[config.mk]
export PLATFORM = sky130hd
export DESIGN_NAME = hvd_mem_front
export DESIGN_NICKNAME = d
export VERILOG_FILES = /design/src/rtl/hvd_pkg.sv /design/src/rtl/hvd_prog_store.sv /design/src/rtl/hvd_fetch_unit.sv /design/src/rtl/hvd_const_reader.sv /design/src/rtl/hvd_data_ram.sv /design/src/rtl/hvd_mem_front.sv
export SDC_FILE = /design/constraint.sdc
export NUM_CORES = 2
export LEC_CHECK = 0
export CORE_MARGIN = 3
export CORE_UTILIZATION = 55
export CTS_CLUSTER_SIZE = 24
export DETAILED_ROUTE_END_ITERATION = 10
export GPL_TIMING_DRIVEN = 0
export PLACE_DENSITY = 0.75
export SYNTH_ARGS = -nofsm -noshare
export SYNTH_HDL_FRONTEND = slang
export SYNTH_SLANG_ARGS = --single-unit
[constraint.sdc]
create_clock -name clk -period 3.3 [get_ports clk]
set_clock_uncertainty 0.15 [all_clocks]
set_input_delay 0.33 -clock clk [delete_from_list [all_inputs] [get_ports clk]]
set_output_delay 0.33 -clock clk [all_outputs]
set_load 0.05 [all_outputs]
[src/rtl/hvd_pkg.sv]
package hvd_pkg;
  localparam int unsigned BYTE_W = 8;

  typedef enum logic [1:0] {
    CR_IDLE = 2'd0,
    CR_READ = 2'd1,
    CR_PICK = 2'd2
  } cread_state_e;
endpackage

[src/rtl/hvd_prog_store.sv]
module hvd_prog_store #(
  parameter int unsigned PW  = 16,
  parameter int unsigned PAW = 8
) (
  input  logic           clk,
  input  logic           f_en,
  input  logic [PAW-1:0] f_addr,
  output logic [PW-1:0]  f_word_q,
  input  logic           c_en,
  input  logic [PAW-1:0] c_addr,
  output logic [PW-1:0]  c_word_q
);
  localparam int unsigned DEPTH = 1 << PAW;

  function automatic logic [PW-1:0] seed_word(input int unsigned idx);
    logic [31:0] prod;
    prod = 32'(idx) * 32'd40503;
    return PW'(prod ^ 32'h0000_1D2B);
  endfunction

  logic [PW-1:0] rom [DEPTH];

  for (genvar gi = 0; gi < DEPTH; gi++) begin : g_fill
    assign rom[gi] = seed_word(gi);
  end

  // instruction read port
  always_ff @(posedge clk) begin
    if (f_en) f_word_q <= rom[f_addr];
  end

  // constant read port, independent of the fetch port
  always_ff @(posedge clk) begin
    if (c_en) c_word_q <= rom[c_addr];
  end
endmodule

[src/rtl/hvd_fetch_unit.sv]
module hvd_fetch_unit (
  input  logic clk,
  input  logic rst_n,
  input  logic f_req,
  input  logic c_req,
  input  logic c_busy,
  output logic f_ready,
  output logic f_fire,
  output logic f_valid
);
  logic valid_q;

  // constant path wins in its request cycle and while it runs
  assign f_ready = ~c_busy & ~c_req;
  assign f_fire  = f_req & f_ready;

  always_ff @(posedge clk or negedge rst_n) begin
    if (!rst_n) valid_q <= 1'b0;
    else        valid_q <= f_fire;
  end

  assign f_valid = valid_q;
endmodule

[src/rtl/hvd_const_reader.sv]
module hvd_const_reader
  import hvd_pkg::*;
#(
  parameter int unsigned PW  = 16,
  parameter int unsigned PAW = 8
) (
  input  logic                        clk,
  input  logic                        rst_n,
  input  logic                        c_req,
  input  logic [PAW+$clog2(PW/8)-1:0] c_addr,
  input  logic [PW-1:0]               rom_word,
  output logic                        rom_en,
  output logic [PAW-1:0]              rom_addr,
  output logic                        busy,
  output logic                        c_done,
  output logic [BYTE_W-1:0]           c_byte
);
  localparam int unsigned LANES = PW / BYTE_W;
  localparam int unsigned LSB   = $clog2(LANES);
  localparam int unsigned CAW   = PAW + LSB;

  cread_state_e        state_q;
  logic [CAW-1:0]      addr_q;
  logic                done_q;
  logic [BYTE_W-1:0]   byte_q;
  logic [BYTE_W-1:0]   lane_b [LANES];
  logic [LSB-1:0]      lane_sel;

  for (genvar g = 0; g < LANES; g++) begin : g_lane
    assign lane_b[g] = rom_word[g*BYTE_W +: BYTE_W];
  end

  assign lane_sel = addr_q[LSB-1:0];
  assign rom_addr = addr_q[CAW-1:LSB];
  assign rom_en   = (state_q == CR_READ);
  assign busy     = (state_q != CR_IDLE);

  always_ff @(posedge clk or negedge rst_n) begin
    if (!rst_n) begin
      state_q <= CR_IDLE;
      addr_q  <= '0;
      done_q  <= 1'b0;
      byte_q  <= '0;
    end else begin
      done_q <= 1'b0;
      unique case (state_q)
        CR_IDLE: begin
          if (c_req) begin
            addr_q  <= c_addr;
            state_q <= CR_READ;
          end
        end
        CR_READ: state_q <= CR_PICK;
        CR_PICK: begin
          byte_q  <= lane_b[lane_sel];
          done_q  <= 1'b1;
          state_q <= CR_IDLE;
        end
        default: state_q <= CR_IDLE;
      endcase
    end
  end

  assign c_done = done_q;
  assign c_byte = byte_q;
endmodule

[src/rtl/hvd_data_ram.sv]
module hvd_data_ram
  import hvd_pkg::*;
#(
  parameter int unsigned DAW = 8
) (
  input  logic              clk,
  input  logic              rst_n,
  input  logic              d_valid,
  input  logic              d_we,
  input  logic [DAW-1:0]    d_addr,
  input  logic [BYTE_W-1:0] d_wdata,
  output logic              d_ready,
  output logic              d_rvalid,
  output logic [BYTE_W-1:0] d_rdata
);
  localparam int unsigned DEPTH = 1 << DAW;

  logic [BYTE_W-1:0] mem [DEPTH];
  logic              ready_q;
  logic              rvalid_q;
  logic [BYTE_W-1:0] rdata_q;
  logic              fire;

  assign fire = d_valid & ready_q;

  always_ff @(posedge clk or negedge rst_n) begin
    if (!rst_n) begin
      ready_q  <= 1'b0;
      rvalid_q <= 1'b0;
    end else begin
      ready_q  <= 1'b1;
      rvalid_q <= fire & ~d_we;
    end
  end

  always_ff @(posedge clk) begin
    if (fire & d_we)  mem[d_addr] <= d_wdata;
    if (fire & ~d_we) rdata_q     <= mem[d_addr];
  end

  assign d_ready  = ready_q;
  assign d_rvalid = rvalid_q;
  assign d_rdata  = rdata_q;
endmodule

[src/rtl/hvd_mem_front.sv]
module hvd_mem_front
  import hvd_pkg::*;
#(
  parameter int unsigned PW  = 16,
  parameter int unsigned PAW = 8,
  parameter int unsigned DAW = 8,
  localparam int unsigned CAW = PAW + $clog2(PW / 8)
) (
  input  logic              clk,
  input  logic              rst_n,
  input  logic              f_req,
  output logic              f_ready,
  input  logic [PAW-1:0]    f_addr,
  output logic              f_valid,
  output logic [PW-1:0]     f_word,
  input  logic              d_valid,
  output logic              d_ready,
  input  logic              d_we,
  input  logic [DAW-1:0]    d_addr,
  input  logic [BYTE_W-1:0] d_wdata,
  output logic              d_rvalid,
  output logic [BYTE_W-1:0] d_rdata,
  input  logic              c_req,
  input  logic [CAW-1:0]    c_addr,
  output logic              c_done,
  output logic [BYTE_W-1:0] c_byte
);
  logic           cr_busy;
  logic           cr_rom_en;
  logic [PAW-1:0] cr_rom_addr;
  logic [PW-1:0]  cr_rom_word;
  logic           fu_fire;

  hvd_fetch_unit u_fetch (
    .clk     (clk),
    .rst_n   (rst_n),
    .f_req   (f_req),
    .c_req   (c_req),
    .c_busy  (cr_busy),
    .f_ready (f_ready),
    .f_fire  (fu_fire),
    .f_valid (f_valid)
  );

  hvd_prog_store #(.PW(PW), .PAW(PAW)) u_prog (
    .clk      (clk),
    .f_en     (fu_fire),
    .f_addr   (f_addr),
    .f_word_q (f_word),
    .c_en     (cr_rom_en),
    .c_addr   (cr_rom_addr),
    .c_word_q (cr_rom_word)
  );

  hvd_const_reader #(.PW(PW), .PAW(PAW)) u_const (
    .clk      (clk),
    .rst_n    (rst_n),
    .c_req    (c_req),
    .c_addr   (c_addr),
    .rom_word (cr_rom_word),
    .rom_en   (cr_rom_en),
    .rom_addr (cr_rom_addr),
    .busy     (cr_busy),
    .c_done   (c_done),
    .c_byte   (c_byte)
  );

  hvd_data_ram #(.DAW(DAW)) u_data (
    .clk      (clk),
    .rst_n    (rst_n),
    .d_valid  (d_valid),
    .d_we     (d_we),
    .d_addr   (d_addr),
    .d_wdata  (d_wdata),
    .d_ready  (d_ready),
    .d_rvalid (d_rvalid),
    .d_rdata  (d_rdata)
  );
endmodule

==> summary.md <==
| Metric | Value |
|---|---|
| Final core utilization | `0.632` |
| Post-Route Hold Slack | `0.0376 ns` |
| Final routed DRC violation total | `0` |
| Gr usage total | `0.315` |
| Worst slew margin | `0.0834` |
| Antenna viol nets, final | `0` |
| First-iteration detailed-routing DRC count | `7,823` |
| Largest fanout on the critical path | `10` |
| Area of the core | `155,000 um^2` |
| Power Dens Cells | `600 nW/um^2` |
| CTS tree | `done` |
| Cell area after layout | `98,100 um^2` |
| Placer Congestion | `0.998` |
| Fraction of registers with async set or reset after synthesis | `0.0109` |
| Number of antenna violations at the first check in global routing | `10` |
| Count of TritonRoute iterations in the first routing pass | `8` |
| Max-capacitance violation count | `0` |
| Post-Synthesis Cell Area | `86,600 um^2` |
| Register-to-register path setup slack | `0.03 ns` |
| Outcome | `finished, violations left` |
| Count of final max-slew check failures | `0` |
| Post-synthesis net count | `4,754` |
| Final non-filler cell total | `7,220` |
| Clock insertion delay at the later pin of the skew report | `0.82 ns` |
| Post-DP HPWL | `166 mm` |
| Vias/cell | `6.98` |
| Setup violations, final | `213` |
| Detailed-route wire length per cell | `35.2 um` |
| Clk slew on worst S/H paths | `0.06 ns` |
| Number of global-route vias before repair | `49,200` |
| Synth Warn # | `0` |
| Worst vdd ir | `507 uV` |
| Most frequently used flop master after synthesis | `sky130_fd_sc_hd__edfxtp_1` |
| First-pass GRT wire length | `363 mm` |
| Longest individual stage delay on the worst path | `0.55 ns` |
| I/O pin total | `76` |
| Most used standard cell by instance count after synthesis | `sky130_fd_sc_hd__edfxtp_1` |
| Register area share after synthesis | `0.731` |
| Layout-stage area growth over the synthesis result | `13.3%` |
| Total cell area at the placement stage | `90,300 um^2` |
| Kind of path behind the tightest hold check | `in -> reg` |
| Worst Setup Path Type | `in -> reg` |
| Final total negative setup slack | `-13.72 ns` |
| Root Driver | `sky130_fd_sc_hd__clkbuf_16` |
| Maximum buffer depth of the clock tree | `3` |
| Leading area contributor after synthesis | `sky130_fd_sc_hd__edfxtp_1` |
| Count of nets after finishing | `5,073` |
| Category of the worst setup path capture point | `flip-flop` |
| Vias | `50,400` |
| Shortest clock period the worst path allows after layout | `3.51 ns` |
| Transition at the pin with the smallest max-transition slack | `1.36 ns` |
| Clock buffers created by TritonCTS | `199` |
| P_leak | `30.2 nW` |
| Number of buffer cells added on primary ports | `71` |
| TritonCTS Sinks | `2,111` |
| Gr ovfl total | `0` |
| Total number of placement rows | `144` |
| Pre-CTS setup slack | `-2.79 ns` |
| Worst-path cell chain | `buf_2 -> clkbuf_2 -> clkbuf_4 -> buf_2 -> nor2_1 -> nand2_2 -> buf_2 -> nor2_2` |
| Part of the cycle the worst path needs | `1.06` |
| Post-placement cell count | `6,819` |
| Violated checks | `negative setup slack` |
| Fmax | `0.285 GHz` |
| Synth top area cells | `sky130_fd_sc_hd__edfxtp_1 72%, sky130_fd_sc_hd__mux4_2 14%, sky130_fd_sc_hd__a22oi_1 2.2%` |
| Top cell by count, worst path | `sky130_fd_sc_hd__buf_2` |
| Worst EP required | `3.58 ns` |
| Starting Density | `0.558` |
| Number of library cell types mapped by synthesis | `69` |
| Syn Inst Count | `4,687` |
| Fraction of synthesized cell area taken by the top area cell type | `0.724` |
| Die ar. | `162,000 um^2` |
| Worst setup slack after layout | `-0.205 ns` |
| Startpoint type of the worst setup path | `input pin` |
| Ranking of synthesized cells by instance count | `2,088 x sky130_fd_sc_hd__edfxtp_1, 537 x sky130_fd_sc_hd__mux4_2, 364 x sky130_fd_sc_hd__nor2_1, 262 x sky130_fd_sc_hd__a21oi_1, 258 x sky130_fd_sc_hd__a22oi_1` |
| Share of final-layout standard cells stronger than drive strength 1 | `0.245` |
| Depth of the CTS H-tree | `4` |
| Fillers | `10,300` |
| Vertical die dimension | `403 um` |
| Post-detailed-routing wire length | `254 mm` |
| Slowest cell on the critical path | `sky130_fd_sc_hd__buf_2` |
| Horizontal extent of the die | `403 um` |
| Setup repair after global routing missed its margin | `true` |
| Final hold violation count | `0` |
| Post-synth EDFFs | `2,088` |
| Number of storage elements in the synthesis netlist | `2,111` |
| Arrival time at the worst endpoint | `3.78 ns` |
| PnR Total Power | `58.8 mW` |
| Pin count of the biggest net entering global routing | `150` |
| Synthesized area per cell | `18.5 um^2` |
-- kinds of logic after synthesis --
| kind of cell | after synthesis | share of synthesized area |
|---|---|---|
| compound gates | 890 | 0.0667 |
| xor+xnor | 14 | 0.00142 |
| fa+ha+maj | 29 | 0.00416 |
| buf+inv | 381 | 0.0189 |
| flops | 2111 | 0.731 |
| mux | 573 | 0.144 |
| other cells | 1 | 0.0000433 |
| simple gates | 688 | 0.0338 |
-- report_power, final --
part	total [mW]	internal, mW	switching [mW]
registers	29.8	29.7	0.0967
logic	6.99	2.32	4.66
clock network	22.1	12.1	9.96
total	58.8	44.1	14.7
-- per-layer routing --
layer | vias to the layer above | GRT usage | routed length [um]
met4 | 8 | 0.151 | 14900
li1 | 20000 | - | -
met5 | - | 0 | 55
met2 | 3712 | 0.471 | 115000
met1 | 26000 | 0.433 | 91800
met3 | 705 | 0.0906 | 32100
-- area by class of cell --
| type | instances | area [um^2] | share of cell area |
|---|---|---|---|
| multi-input cells | 2195 | 22700 | 0.231 |
| clock buffers | 255 | 5270 | 0.0538 |
| inverters | 28 | 109 | 0.00111 |
| diodes | 3 | 7.51 | 0.0000766 |
| repair buffers | 119 | 1380 | 0.0140 |
| flip-flops and latches | 2111 | 63300 | 0.645 |
| well taps | 2044 | 2560 | 0.0261 |
| plain buffers | 352 | 1800 | 0.0183 |
| clock inverters | 113 | 985 | 0.0100 |
-- critical path: cells and delay by family --
family / cells / cell delay [ns]
simple gates: 3 / 1.55
buf+inv: 5 / 1.86
-- placed cells by master, fill, tap and decap left out, types with 81 or more instances in the layout --
master                      netlist  layout
sky130_fd_sc_hd__edfxtp_1      2088    2088
sky130_fd_sc_hd__mux4_2         537     537
sky130_fd_sc_hd__a22oi_1        258     258
sky130_fd_sc_hd__a21oi_1        262     249
sky130_fd_sc_hd__clkbuf_16        0     201
sky130_fd_sc_hd__nor2_1         364     198
sky130_fd_sc_hd__clkbuf_1       211     196
sky130_fd_sc_hd__nand2_1        161     153
sky130_fd_sc_hd__nor2_2           0     112
sky130_fd_sc_hd__o21ai_0        105     104
sky130_fd_sc_hd__buf_2           86      81
-- sequential cells by signal, summed over array words and instances, names as in the netlist --
signal and cells:
u_data.mem 2048, u_prog.c_word_q 16, u_prog.f_word_q 16, u_const.addr_q 9, u_const.c_byte 8, u_data.d_rdata 8
u_const.state_q 2, u_const.c_done 1, u_data.d_ready 1, u_data.d_rvalid 1, u_fetch.f_valid 1
-- path summary, 6_finish.rpt --
check,startpoint,end,cells after the start
max in group asynchronous,rst_n,u_const.c_byte[5],4
setup reg to reg,u_const.addr_q[4],u_prog.c_word_q[14],8
setup / recovery,d_addr[1],u_data.mem[164][3],8
hold reg to reg,u_const.c_byte[6],u_const.c_byte[6],2
min in group asynchronous,rst_n,u_const.c_byte[2],3
hold / removal,d_addr[3],u_data.mem[67][7],2
-- what timing repair did --
item	in CTS	in global routing
setup endpoints to repair	2049	443
gates cloned	0	0
pin swaps	2	4
hold buffers	23	0
hold endpoints to repair	743	0
gates resized for setup	343	86
buffers inserted	7	1
No activity file was read; power rests on OpenSTA's default activity.
